`src/rtl/tmr_pkg.sv`:
```
package tmr_pkg;
  localparam int ADDR_W = 3;

  localparam logic [ADDR_W-1:0] ADDR_CTRL   = 3'd0;
  localparam logic [ADDR_W-1:0] ADDR_RELOAD = 3'd1;
  localparam logic [ADDR_W-1:0] ADDR_CMP    = 3'd2;
  localparam logic [ADDR_W-1:0] ADDR_COUNT  = 3'd3;
  localparam logic [ADDR_W-1:0] ADDR_CAPT   = 3'd4;
  localparam logic [ADDR_W-1:0] ADDR_STAT   = 3'd5;

  localparam int CTRL_W     = 8;
  localparam int BIT_RUN    = 5;
  localparam int BIT_IRQEN  = 6;
  localparam int BIT_GRPEN  = 7;
  localparam int SEL_LSB    = 2;

  typedef enum logic [1:0] {
    MODE_FREE = 2'd0,
    MODE_CMP  = 2'd1,
    MODE_PWM  = 2'd2,
    MODE_CAPT = 2'd3
  } tmrMode_e;

  typedef struct packed {
    logic     tick;
    logic     cntLoad;
    logic     capEdge;
    tmrMode_e mode;
  } tmrStrobe_t;
endpackage

```
`src/rtl/tmr_ctrl.sv`:
```
module tmr_ctrl
  import tmr_pkg::*;
#(
  parameter int CNT_W       = 16,
  parameter int NUM_SRC     = 8,
  parameter bit HAS_EXT_CLK = 1'b1
) (
  input  logic                clk,
  input  logic                rstN,
  input  logic                regWrEn,
  input  logic [ADDR_W-1:0]   regAddr,
  input  logic [CNT_W-1:0]    regWrData,
  output logic [CNT_W-1:0]    regRdData,
  input  logic                grpStart,
  input  logic                grpStop,
  input  logic                extClk,
  input  logic                capTrig,
  input  logic [CNT_W-1:0]    cntQ,
  input  logic [CNT_W-1:0]    capQ,
  input  logic                evOvf,
  input  logic                evMatch,
  input  logic                evCap,
  output tmrStrobe_t          stb,
  output logic [CNT_W-1:0]    reloadVal,
  output logic [CNT_W-1:0]    cmpVal,
  output logic                flagQ,
  output logic                irq,
  output logic                waveEn
);
  localparam int SEL_W = $clog2(NUM_SRC);
  localparam int PRE_W = NUM_SRC - 2;

  logic [CTRL_W-1:0] ctrlReg;
  logic [PRE_W-1:0]  preQ;
  logic [2:0]        extSync;
  logic [2:0]        trgSync;
  logic [NUM_SRC-1:0] srcTick;
  logic              extRise;
  logic              trgRise;
  logic [SEL_W-1:0]  clkSel;
  tmrMode_e          mode;
  logic              wrCtrl;
  logic              anyEvent;

  assign clkSel = ctrlReg[SEL_LSB +: SEL_W];
  assign mode   = tmrMode_e'(ctrlReg[1:0]);
  assign wrCtrl = regWrEn && (regAddr == ADDR_CTRL);

  // free-running prescaler
  always_ff @(posedge clk or negedge rstN) begin
    if (!rstN) preQ <= '0;
    else       preQ <= preQ + 1'b1;
  end

  // two-flop synchronisers plus an edge-history flop
  always_ff @(posedge clk or negedge rstN) begin
    if (!rstN) begin
      extSync <= '0;
      trgSync <= '0;
    end else begin
      extSync <= {extSync[1:0], extClk};
      trgSync <= {trgSync[1:0], capTrig};
    end
  end
  assign extRise = extSync[1] & ~extSync[2];
  assign trgRise = trgSync[1] & ~trgSync[2];

  // tick sources: divided taps, then the optional external clock
  for (genvar k = 0; k < NUM_SRC - 1; k++) begin : g_tap
    if (k == 0) begin : g_full
      assign srcTick[k] = 1'b1;
    end else begin : g_div
      assign srcTick[k] = &preQ[k-1:0];
    end
  end
  if (HAS_EXT_CLK) begin : g_ext
    assign srcTick[NUM_SRC-1] = extRise;
  end else begin : g_noext
    assign srcTick[NUM_SRC-1] = 1'b0;
  end

  // control register with group start/stop
  always_ff @(posedge clk or negedge rstN) begin
    if (!rstN) begin
      ctrlReg <= '0;
    end else if (wrCtrl) begin
      ctrlReg <= regWrData[CTRL_W-1:0];
    end else if (ctrlReg[BIT_GRPEN]) begin
      if (grpStart)     ctrlReg[BIT_RUN] <= 1'b1;
      else if (grpStop) ctrlReg[BIT_RUN] <= 1'b0;
    end
  end

  always_ff @(posedge clk or negedge rstN) begin
    if (!rstN) begin
      reloadVal <= '0;
      cmpVal    <= '0;
    end else if (regWrEn) begin
      if (regAddr == ADDR_RELOAD) reloadVal <= regWrData;
      if (regAddr == ADDR_CMP)    cmpVal    <= regWrData;
    end
  end

  assign anyEvent = evOvf | evMatch | evCap;
  always_ff @(posedge clk or negedge rstN) begin
    if (!rstN)                                                  flagQ <= 1'b0;
    else if (anyEvent)                                          flagQ <= 1'b1;
    else if (regWrEn && regAddr == ADDR_STAT && regWrData[0])   flagQ <= 1'b0;
  end

  assign stb.tick    = ctrlReg[BIT_RUN] & srcTick[clkSel];
  assign stb.cntLoad = regWrEn && (regAddr == ADDR_COUNT);
  assign stb.capEdge = trgRise;
  assign stb.mode    = mode;

  assign irq    = flagQ & ctrlReg[BIT_IRQEN];
  assign waveEn = (mode == MODE_CMP) || (mode == MODE_PWM);

  always_comb begin
    regRdData = '0;
    case (regAddr)
      ADDR_CTRL:   regRdData[CTRL_W-1:0] = ctrlReg;
      ADDR_RELOAD: regRdData = reloadVal;
      ADDR_CMP:    regRdData = cmpVal;
      ADDR_COUNT:  regRdData = cntQ;
      ADDR_CAPT:   regRdData = capQ;
      ADDR_STAT:   regRdData[0] = flagQ;
      default:     regRdData = '0;
    endcase
  end
endmodule

```
`src/rtl/tmr_dpath.sv`:
```
module tmr_dpath
  import tmr_pkg::*;
#(
  parameter int CNT_W = 16
) (
  input  logic             clk,
  input  logic             rstN,
  input  tmrStrobe_t       stb,
  input  logic [CNT_W-1:0] loadVal,
  input  logic [CNT_W-1:0] reloadVal,
  input  logic [CNT_W-1:0] cmpVal,
  output logic [CNT_W-1:0] cntQ,
  output logic [CNT_W-1:0] capQ,
  output logic             evOvf,
  output logic             evMatch,
  output logic             evCap,
  output logic             waveOut
);
  logic [CNT_W-1:0] wrapAt;
  logic [CNT_W-1:0] cntNext;
  logic             atWrap;
  logic             togQ;
  logic             isPwm;

  assign isPwm   = (stb.mode == MODE_PWM);
  assign wrapAt  = isPwm ? (reloadVal - 1'b1) : '1;
  assign atWrap  = (cntQ == wrapAt);
  assign cntNext = atWrap ? (isPwm ? '0 : reloadVal) : (cntQ + 1'b1);

  assign evOvf   = stb.tick & atWrap;
  assign evMatch = stb.tick & (stb.mode == MODE_CMP) & (cntQ == cmpVal);
  assign evCap   = stb.capEdge & (stb.mode == MODE_CAPT);

  always_ff @(posedge clk or negedge rstN) begin
    if (!rstN)            cntQ <= '0;
    else if (stb.cntLoad) cntQ <= loadVal;
    else if (stb.tick)    cntQ <= cntNext;
  end

  always_ff @(posedge clk or negedge rstN) begin
    if (!rstN)      capQ <= '0;
    else if (evCap) capQ <= cntQ;
  end

  always_ff @(posedge clk or negedge rstN) begin
    if (!rstN)        togQ <= 1'b0;
    else if (evMatch) togQ <= ~togQ;
  end

  always_comb begin
    case (stb.mode)
      MODE_CMP: waveOut = togQ;
      MODE_PWM: waveOut = (cntQ < cmpVal);
      default:  waveOut = 1'b0;
    endcase
  end
endmodule

```
`src/rtl/tmr_channel.sv`:
```
module tmr_channel
  import tmr_pkg::*;
#(
  parameter int CNT_W       = 16,
  parameter int NUM_SRC     = 8,
  parameter bit HAS_EXT_CLK = 1'b1
) (
  input  logic               clk,
  input  logic               rstN,
  input  logic               regWrEn,
  input  logic [ADDR_W-1:0]  regAddr,
  input  logic [CNT_W-1:0]   regWrData,
  output logic [CNT_W-1:0]   regRdData,
  input  logic               grpStart,
  input  logic               grpStop,
  input  logic               extClk,
  input  logic               capTrig,
  output logic               waveOut,
  output logic               waveEn,
  output logic               irq
);
  tmrStrobe_t       stb;
  logic [CNT_W-1:0] cntQ;
  logic [CNT_W-1:0] capQ;
  logic [CNT_W-1:0] reloadVal;
  logic [CNT_W-1:0] cmpVal;
  logic             evOvf;
  logic             evMatch;
  logic             evCap;
  logic             flagQ;

  tmr_ctrl #(.CNT_W(CNT_W), .NUM_SRC(NUM_SRC), .HAS_EXT_CLK(HAS_EXT_CLK)) u_ctrl (
    .clk(clk), .rstN(rstN), .regWrEn(regWrEn), .regAddr(regAddr),
    .regWrData(regWrData), .regRdData(regRdData), .grpStart(grpStart),
    .grpStop(grpStop), .extClk(extClk), .capTrig(capTrig), .cntQ(cntQ),
    .capQ(capQ), .evOvf(evOvf), .evMatch(evMatch), .evCap(evCap), .stb(stb),
    .reloadVal(reloadVal), .cmpVal(cmpVal), .flagQ(flagQ), .irq(irq),
    .waveEn(waveEn)
  );

  tmr_dpath #(.CNT_W(CNT_W)) u_dpath (
    .clk(clk), .rstN(rstN), .stb(stb), .loadVal(regWrData),
    .reloadVal(reloadVal), .cmpVal(cmpVal), .cntQ(cntQ), .capQ(capQ),
    .evOvf(evOvf), .evMatch(evMatch), .evCap(evCap), .waveOut(waveOut)
  );
endmodule

```
`config.mk`:
```
export PLATFORM = sky130hd
export DESIGN_NAME = tmr_channel
export DESIGN_NICKNAME = d
export VERILOG_FILES = /design/src/rtl/tmr_pkg.sv /design/src/rtl/tmr_ctrl.sv /design/src/rtl/tmr_dpath.sv /design/src/rtl/tmr_channel.sv
export SDC_FILE = /design/constraint.sdc
export NUM_CORES = 1
export LEC_CHECK = 0
export ABC_AREA = 1
export CAP_MARGIN = 10
export CORE_AREA = 2 2 129 131
export DETAILED_ROUTE_END_ITERATION = 7
export DIE_AREA = 0 0 131 133
export DONT_BUFFER_PORTS = 1
export MAX_ROUTING_LAYER = met4
export PLACE_DENSITY = 0.6
export SYNTH_ARGS = -nofsm -noshare
export SYNTH_HDL_FRONTEND = slang
export SYNTH_HIERARCHICAL = 1
export SYNTH_SLANG_ARGS = --single-unit
```
`constraint.sdc`:
```
create_clock -name clk -period 2 [get_ports clk]
set_input_delay 0.2 -clock clk [delete_from_list [all_inputs] [get_ports clk]]
set_output_delay 0.2 -clock clk [all_outputs]
set_load 0.005 [all_outputs]
```
==> impl_metrics.yaml, run 1 <==
run_status:
  status: "complete, but fails checks"
  violations: "negative hold slack, negative setup slack"
global_routing:
  grt_pass1_wl_um: 31100
  antenna_found_initial: 0
  grt_max_degree: 87
  grt_overflow: 0
  grt_pass1_vias: 5587
  grt_use_total_pct: 24.1
clock_network:
  ctsLongestPathBuffers: 2
  clockRootBuffer: "clkbuf_16"
  insertion_delay_ps: 360
  postCtsHoldBufs: 18
  clk_pin_slew_ps: 80
  numCtsBuffers: 9
  cts.sinks: 86
  tritoncts: "yes"
  cts_htree_levels: 3
sta:
  fin_hold_ws_ps: -475
  maxSlewHeadroom_pct: 54.7
  skew_ps: 11.0
  rsz0062_at_grt: "true"
  worst_pin_slew_ps: 678
  setup_violations: 19
  hold_violations: 86
  final_max_slew_viol_count: 0
  fmax_ghz: 0.432
  layout_min_cycle_time_ps: 2310
  fin_crit_sh_pct: 116
  setup_slack_ps: -313
hold_path:
  min_path_type: "input pin to asynchronous set/reset pin"
setup_path:
  rr_startpoint: "u_ctrl/ctrlReg[0]"
  reg2reg_to: "u_dpath/cntQ[12]"
  required_ps: 2290
  r2r_cells: 16
  cp.arrival_ps: 2610
  critPathMaxFanout: 7
  critPathCaptureType: "flop"
  critPathLaunchType: "flop"
  rrSetupSlack_ps: -310
  timing_worst_setup_path_type: "flop to flop"
final_layout:
  n_fill_cell: 1599
  insertedDiodeCount: 0
  syn2layout_area_growth_pct: 30.9
  final_util_pct: 48.7
  layout-drive-gt1-share_pct: 27.5
  stdcell_area_um2: 7880
  nets: 1012
logic_synthesis:
  ys_warn_count: 6
  synth_area_per_cell_um2: 7.12
  synth_cell_type_count: 43
  syn_area_um2: 6020
  synth-seq-area-share_pct: 35.8
  synth_seq_cells: 86
  synth_fp_nets: 896
  synthCells: 846
placed_design:
  dp_hpwl_um: 14600
  routabilityCongestion: 0.936
  io_buffers: 0
  placed_area_um2: 6890
floorplan:
  coreArea_um2: 16200
  placementRows: 47
  start_util_pct: 37.2
  die-area_um2: 17400
  io_pins: 45
  dieWidth_um: 131
  die_h_um: 133
detailed_routing:
  ant_nets: 0
  routed.top_layer: "met4"
  wl_per_cell_um: 16.7
  drc: 0
  met3_length_um: 1340
  vias: 6079
  drt-initial-drc-count: 623
  routed_wl_um: 19800
  met1Wirelength_um: 9170
  dr_wl_met2_um: 8940
  drtPass1Iterations: 5
  via_per_inst: 5.12
power_and_ir_drop:
  power_density_nw_per_um2: 1090
  p_leak_nw: 3.91
  vdd_ir_drop_max_uv: 480
job:
  maxCapViolCount: 0
area by class of cell:
type / count / area [µm²] / area share (%)
multi-input combinational: 625 / 3570 / 45.3
sequential: 86 / 2160 / 27.4
timing repair buffer: 135 / 1180 / 15.0
inverter: 105 / 397 / 5.03
tap: 220 / 275 / 3.49
clock buffer: 9 / 225 / 2.86
clock inverter: 7 / 73.8 / 0.937
Yosys cell counts, drive strengths merged:
cell type	instances	area, µm²
a211oi	1	7.51
a21oi	11	58.8
a22oi	14	105
a31oi	4	25.0
and2	1	6.26
and3	1	6.26
buf	22	163
clkbuf	8	30.0
clkinv	2	10.0
dfrtp	86	2150
ha	24	300
inv	103	387
nand2	294	1180
nand3	52	283
nand3b	2	15.0
nand4	30	188
nor2	82	377
nor3	13	87.6
nor3b	2	20.0
nor4	2	12.5
o211ai	1	7.51
o21a	2	15.0
o21ai	72	439
or2	2	12.5
xnor2	1	8.76
xor2	14	123
power by group:
part	switching (mW)	leakage (nW)	internal, mW
registers	0.417	1.08	2.21
clock network	0.851	0.148	0.888
logic	2.42	2.68	1.82
per-layer routing:
metal | track usage [%] | up-vias
met1 | 34.9 | 2874
met5 | - | -
met4 | 6.68 | 0
li1 | - | 2958
met2 | 35.0 | 213
met3 | 3.48 | 34
sequential cells by signal, summed over array words and instances (netlist names):
signal	count
u_ctrl/cmpVal	16
u_ctrl/ctrlReg	8
u_ctrl/trgSync	3
u_dpath/togQ	1
u_ctrl/preQ	6
u_ctrl/extSync	3
u_dpath/cntQ	16
u_dpath/capQ	16
u_ctrl/reloadVal	16
u_ctrl/flagQ	1
critical path, cell delays in order, from the launching register on:
cell     delay [ps]
dfrtp_1         390
inv_2            70
ha_4            190
nand2_1          90
xor2_1          160
nor2_1          110
nand2_1          70
buf_4           130
nor3b_2         140
nand2_1         100
nor2_4          160
nand2_4         110
buf_12          150
buf_16          130
o21ai_2          50
nand3_1          80
nand2_1         110
cell usage in the layout (no fill, tap or decap), types with 8 or more instances in the layout:
master         synthesis  layout
o21ai_0               29      25
o21ai_2               21      23
buf_4                  4     106
dfrtp_1               86      82
inv_1                 98      94
clkbuf_16              0       9
nand4_1               30      30
xor2_1                14      14
o21ai_1               22      24
nand2_1              269     249
inv_2                  5       9
nand3_1               49      38
nor2_1                70      60
nand2_2               22      34
a22oi_1               14      14
nand3_2                2      12
a21oi_1               10       8
nor2_2                 6      10
nor3_1                11       9
ha_1                  24      21
nor2_4                 5      11
nand2_4                3      10
dlygate4sd3_1          0      18
how the worst max path moves through the flow:
stage                 startpoint                to  slack [ps]
2_1_floorplan  u_ctrl/ctrlReg[0]   u_dpath/cntQ[7]         -80
3_3_place_gp      u_ctrl/preQ[0]   u_dpath/cntQ[8]        -300
3_5_place_dp      u_ctrl/preQ[0]  u_dpath/cntQ[13]        -370
4_1_cts         u_ctrl/cmpVal[1]           waveOut        -340
5_1_grt        u_ctrl/ctrlReg[0]  u_dpath/cntQ[12]        -460
6_report       u_ctrl/ctrlReg[0]  u_dpath/cntQ[12]        -310
stage by stage:
| step | hold slack (ps) | cells | setup WS [ps] | total power, mW | setup TNS, ps |
|---|---|---|---|---|---|
| floorplan | -95.6 | 846 | -75.1 | 4.82 | -839 |
| global placement | -94.1 | 1133 | -300 | 6.33 | -4820 |
| detailed placement | -94.3 | 1133 | -371 | 6.36 | -5730 |
| CTS | -484 | 1179 | -338 | 8.41 | -3790 |
| global route | -481 | 1187 | -465 | 9.18 | -7320 |
| finish | -475 | 1187 | -313 | 8.61 | -4590 |
kinds of logic (layout without fill, tap and decap cells):
logic type	count (synthesis)	in the layout	share of synthesized area [%]
adders and majority gates	24	24	4.99
and+or+nand+nor	481	481	36.4
buffers and inverters	135	256	9.79
xor gates and xnor gates	15	15	2.18
AOI/OAI and AO/OA	105	105	10.9
DFF	86	86	35.8
repair_timing:
action,in CTS,in global routing
pin swaps,31,33
buffers inserted,8,8
gates resized for setup,63,24
setup endpoints to repair,19,19
cloned,4,0
endpoints found under the hold margin,111,86
(Power assumes the default switching activity.)
==> inputs of run 2 (changes only) <==
Settings changed: BUFFER_PORTS_ARGS from default to -buffer_cell sky130_fd_sc_hd__buf_2, DONT_BUFFER_PORTS 1 to default.
Clock period 2 ns to 3 ns, I/O delays scaled along.
==> impl_metrics.yaml, run 2 (synthesis gave the netlist of run 1 again) <==
run_status:
  status: "finished clean"
sta:
  fmax_ghz: 0.368
  worst_pin_slew_ps: 937
  skew_ps: 10.4
  tns_ps: 0
  maxSlewHeadroom_pct: 37.5
  fin_hold_ws_ps: 42.5
  setup_violations: 0
  layout_min_cycle_time_ps: 2720
  fin_crit_sh_pct: 90.6
  rsz0062_at_grt: "false"
  final_max_slew_viol_count: 0
  hold_violations: 0
setup_path:
  endpoint: "waveOut"
  setup.worst_path.start: "u_dpath/cntQ[1]"
  cp_slowest_cell: "dfrtp_1"
  crit_chain: "ha_1, inv_1, nor2_1, nor2_1, o21a_1, o21a_1, o21ai_0, a21oi_1, o21ai_0, a21oi_1, buf_2"
  r2r_cells: 14
  timing_worst_setup_path_type: "flop to primary output"
  critPathLaunchType: "flop"
  reg2reg_to: "u_dpath/cntQ[9]"
  cp.arrival_ps: 2420
  critPathCaptureType: "primary output"
  required_ps: 2700
  rr_startpoint: "u_ctrl/ctrlReg[0]"
  slowest_delay_ps: 500
  critPathMaxFanout: 7
  rrSetupSlack_ps: 410
final_layout:
  syn2layout_area_growth_pct: 12.7
  final_common_cell: "nand2_1"
  insertedDiodeCount: 0
  layout-drive-gt1-share_pct: 16.9
  layout_common_cells: "nand2_1 (269), inv_1 (98), dfrtp_1 (86)"
  nets: 940
clock_network:
  post_cts_resized: 0
  clockRootBuffer: "clkbuf_16"
  ctsLongestPathBuffers: 2
  cts_htree_levels: 3
  tritoncts: "yes"
  numCtsBuffers: 9
  cts.sinks: 86
  postCtsHoldBufs: 0
  insertion_delay_ps: 360
  cts_setup_buffers: 0
  clk_pin_slew_ps: 70
power_and_ir_drop:
  vdd_ir_drop_max_uv: 316
  power_density_nw_per_um2: 758
  p_leak_nw: 3.44
detailed_routing:
  wl_per_cell_um: 16.6
  ant_nets: 0
  drt-initial-drc-count: 550
  vias: 5794
  via_per_inst: 5.20
  drc: 0
  routed_wl_um: 18500
  drtPass1Iterations: 5
global_routing:
  grt_pass1_wl_um: 29600
  antenna_found_initial: 0
  grt_overflow: 0
  grt_max_degree: 70
  grt_use_total_pct: 23.1
  grt_pass1_vias: 5526
floorplan:
  coreArea_um2: 16200
  placementRows: 47
  io_pins: 45
  die_h_um: 133
  start_util_pct: 37.2
  die-area_um2: 17400
  dieWidth_um: 131
hold_path:
  min_path_type: "input pin to flop"
placed_design:
  routabilityCongestion: 0.932
  io_buffers: 44
  dp_hpwl_um: 13500
job:
  maxCapViolCount: 0
==> run 2: final cells by class <==
type | count | area (µm²)
fillers | 1694 | 9390
multi-input cells | 625 | 3280
flip-flops and latches | 86 | 2150
inverters | 105 | 397
repair buffers | 63 | 365
well taps | 220 | 275
clock buffers | 11 | 253
clock inverters | 5 | 63.8
==> run 2: metrics by stage <==
stage	instance area [µm²]	std cells	power [mW]	util [%]	setup slack, ps
3_5_place_dp	6470	1099	3.91	40.0	488
3_3_place_gp	6470	1099	3.89	40.0	552
6_report	6780	1115	5.14	41.9	282
2_1_floorplan	6020	846	3.19	-	849
5_1_grt	6780	1115	5.52	41.9	118
4_1_cts	6780	1115	5.13	41.9	275
==> run 2: how the worst min path moves through the flow <==
stage                                  from                end  cells after the start  slack [ps]
after floorplan                        rstN   u_ctrl/cmpVal[0]                      0           4
after global placement    u_ctrl/trgSync[0]  u_ctrl/trgSync[1]                      0         330
after detailed placement  u_ctrl/extSync[0]  u_ctrl/extSync[1]                      0         330
after CTS                           capTrig  u_ctrl/trgSync[0]                      1          40
after global routing                capTrig  u_ctrl/trgSync[0]                      1          40
final                               capTrig  u_ctrl/trgSync[0]                      1          40
==> run 2: critical path: cells and delay by family (launching register included) <==
| kind | cells | cell delay, ps |
|---|---|---|
| AOI/OAI and AO/OA | 6 | 910 |
| DFF | 1 | 500 |
| adders and majority gates | 1 | 330 |
| buffers and inverters | 2 | 190 |
| and+or+nand+nor | 2 | 130 |
==> run 2: layer usage <==
layer / global-route usage (%) / part of all wire (%) / vias up
met5: - / 0 / -
met4: 11.2 / 3.4 / 0
met3: 2.91 / 6.3 / 39
met2: 32.9 / 45 / 218
met1: 32.3 / 46 / 2734
li1: - / - / 2803
==> run 2: where the power goes <==
| part | switching (mW) | leakage (nW) | internal (mW) |
|---|---|---|---|
| Sequential | 0.507 | 1.08 | 1.47 |
| Combinational | 1.22 | 2.21 | 0.746 |
| Clock | 0.501 | 0.153 | 0.698 |
==> inputs of run 3 (changes only) <==
Settings changed: CTS_BUF_LIST from default to sky130_fd_sc_hd__clkbuf_8.
==> impl_metrics.yaml, run 3 (synthesis gave the netlist of run 1 again) <==
sta:
  fin_crit_sh_pct: 92.5
  final_max_slew_viol_count: 0
  fmax_ghz: 0.360
  rsz0062_at_grt: "false"
  setup_violations: 0
  maxSlewHeadroom_pct: 36.3
  worst_pin_slew_ps: 956
  layout_min_cycle_time_ps: 2770
  tns_ps: 0
  hold_violations: 0
  skew_ps: 13.5
detailed_routing:
  ant_nets: 0
  drc: 0
  routed_wl_um: 18600
  via_per_inst: 5.14
  wl_per_cell_um: 16.6
  vias: 5746
  drtPass1Iterations: 5
  drt-initial-drc-count: 450
job:
  maxCapViolCount: 0
power_and_ir_drop:
  power_frac_seq_pct: 40.7
  power_density_nw_per_um2: 726
  p_leak_nw: 3.40
  p_clk_share_pct: 18.8
  power_frac_comb_pct: 40.5
  vdd_ir_drop_max_uv: 216
  fin_total_pwr_mw: 4.86
  switching_share_pct: 45.5
  switchingPower_mw: 2.21
  intPower_mw: 2.65
clock_network:
  numCtsBuffers: 9
  clk_pin_slew_ps: 100
  ctsLongestPathBuffers: 2
  post_cts_resized: 0
  clockRootBuffer: "clkbuf_8"
  cts_setup_buffers: 0
  insertion_delay_ps: 400
  cts.sinks: 86
  postCtsHoldBufs: 2
  cts_htree_levels: 3
  tritoncts: "yes"
floorplan:
  placementRows: 47
  start_util_pct: 37.2
  coreArea_um2: 16200
  die_h_um: 133
  dieWidth_um: 131
  die-area_um2: 17400
  io_pins: 45
final_layout:
  layout-drive-gt1-share_pct: 16.8
  nets: 942
  insertedDiodeCount: 0
  syn2layout_area_growth_pct: 11.3
  layout_common_cells: "nand2_1 (269), inv_1 (98), dfrtp_1 (86)"
  n_fill_cell: 1709
  final_common_cell: "nand2_1"
  stdcell_area_um2: 6700
setup_path:
  critPathLaunchType: "flop"
  reg2reg_to: "u_dpath/cntQ[9]"
  critPathCaptureType: "primary output"
  critPathMaxFanout: 7
  required_ps: 2700
  r2r_cells: 14
  rrSetupSlack_ps: 450
  rr_startpoint: "u_ctrl/ctrlReg[0]"
  cp.arrival_ps: 2470
  setup.worst_path.start: "u_dpath/cntQ[1]"
  timing_worst_setup_path_type: "flop to primary output"
  endpoint: "waveOut"
placed_design:
  io_buffers: 44
  dp_hpwl_um: 13500
  routabilityCongestion: 0.932
  placed_area_um2: 6470
hold_path:
  min_path_type: "input pin to asynchronous set/reset pin"
global_routing:
  grt_overflow: 0
  grt_max_degree: 70
  grt_pass1_vias: 5533
  antenna_found_initial: 0
  grt_pass1_wl_um: 29800
  grt_use_total_pct: 23.2
run_status:
  status: "finished clean"
## run 3: cell types whose count changed in the layout (fill, tap and decap cells not counted)
cell           change
clkbuf_16          -9
clkbuf_8           +9
dlygate4sd3_1      +2
## run 3: critical path, stage by stage, from the launching register on
cell     delay [ps]
dfrtp_1         510
ha_1            340
inv_1            50
nor2_1           80
nor2_1           50
o21a_1          160
o21a_1          160
o21ai_0         170
a21oi_1          80
o21ai_0         240
a21oi_1         120
buf_2           140
## run 3: power groups by stage
stage / clock network (mW) / logic, mW / registers, mW
floorplan: 0 / 1.42 / 1.77
global placement: 0 / 1.90 / 1.98
detailed placement: 0 / 1.93 / 1.98
CTS: 0.936 / 1.94 / 1.96
global route: 0.972 / 2.24 / 2.02
finish: 0.916 / 1.97 / 1.98
## run 3: how the worst min path moves through the flow
stage	end	slack (ps)	cells past startpoint
global placement	u_ctrl/trgSync[1]	330	0
CTS	u_ctrl/trgSync[0]	60	1
global route	u_ctrl/trgSync[0]	100	1
floorplan	u_ctrl/cmpVal[0]	4	0
finish	u_ctrl/trgSync[1]	30	1
detailed placement	u_ctrl/extSync[1]	330	0
## run 3: cell type report
class | count | area [µm²] | area share, %
Clock buffer | 11 | 151 | 2.26
Timing Repair Buffer | 65 | 385 | 5.75
Clock inverter | 5 | 63.8 | 0.952
Tap cell | 220 | 275 | 4.11
Multi-Input combinational cell | 625 | 3280 | 48.9
Sequential cell | 86 | 2150 | 32.1
Inverter | 105 | 397 | 5.92
## run 3: metal layers
layer  wire length (µm)  part of all wire, %  track usage, %  up-vias
met3               1300                  7.0            3.03       33
met1               8450                   46            32.4     2693
met5                  0                    0               -        -
met4                537                  2.9            10.6        0
li1                   -                    -               -     2808
met2               8270                   45            33.3      212
## run 3: metrics by stage
stage	std cells	setup slack, ps	util, %	hold slack [ps]
3_5_place_dp	1099	488	40.0	335
3_3_place_gp	1099	552	40.0	334
2_1_floorplan	846	849	-	4.41
5_1_grt	1117	62.2	41.4	98.6
4_1_cts	1117	215	41.4	63.7
6_report	1117	225	41.4	27.8
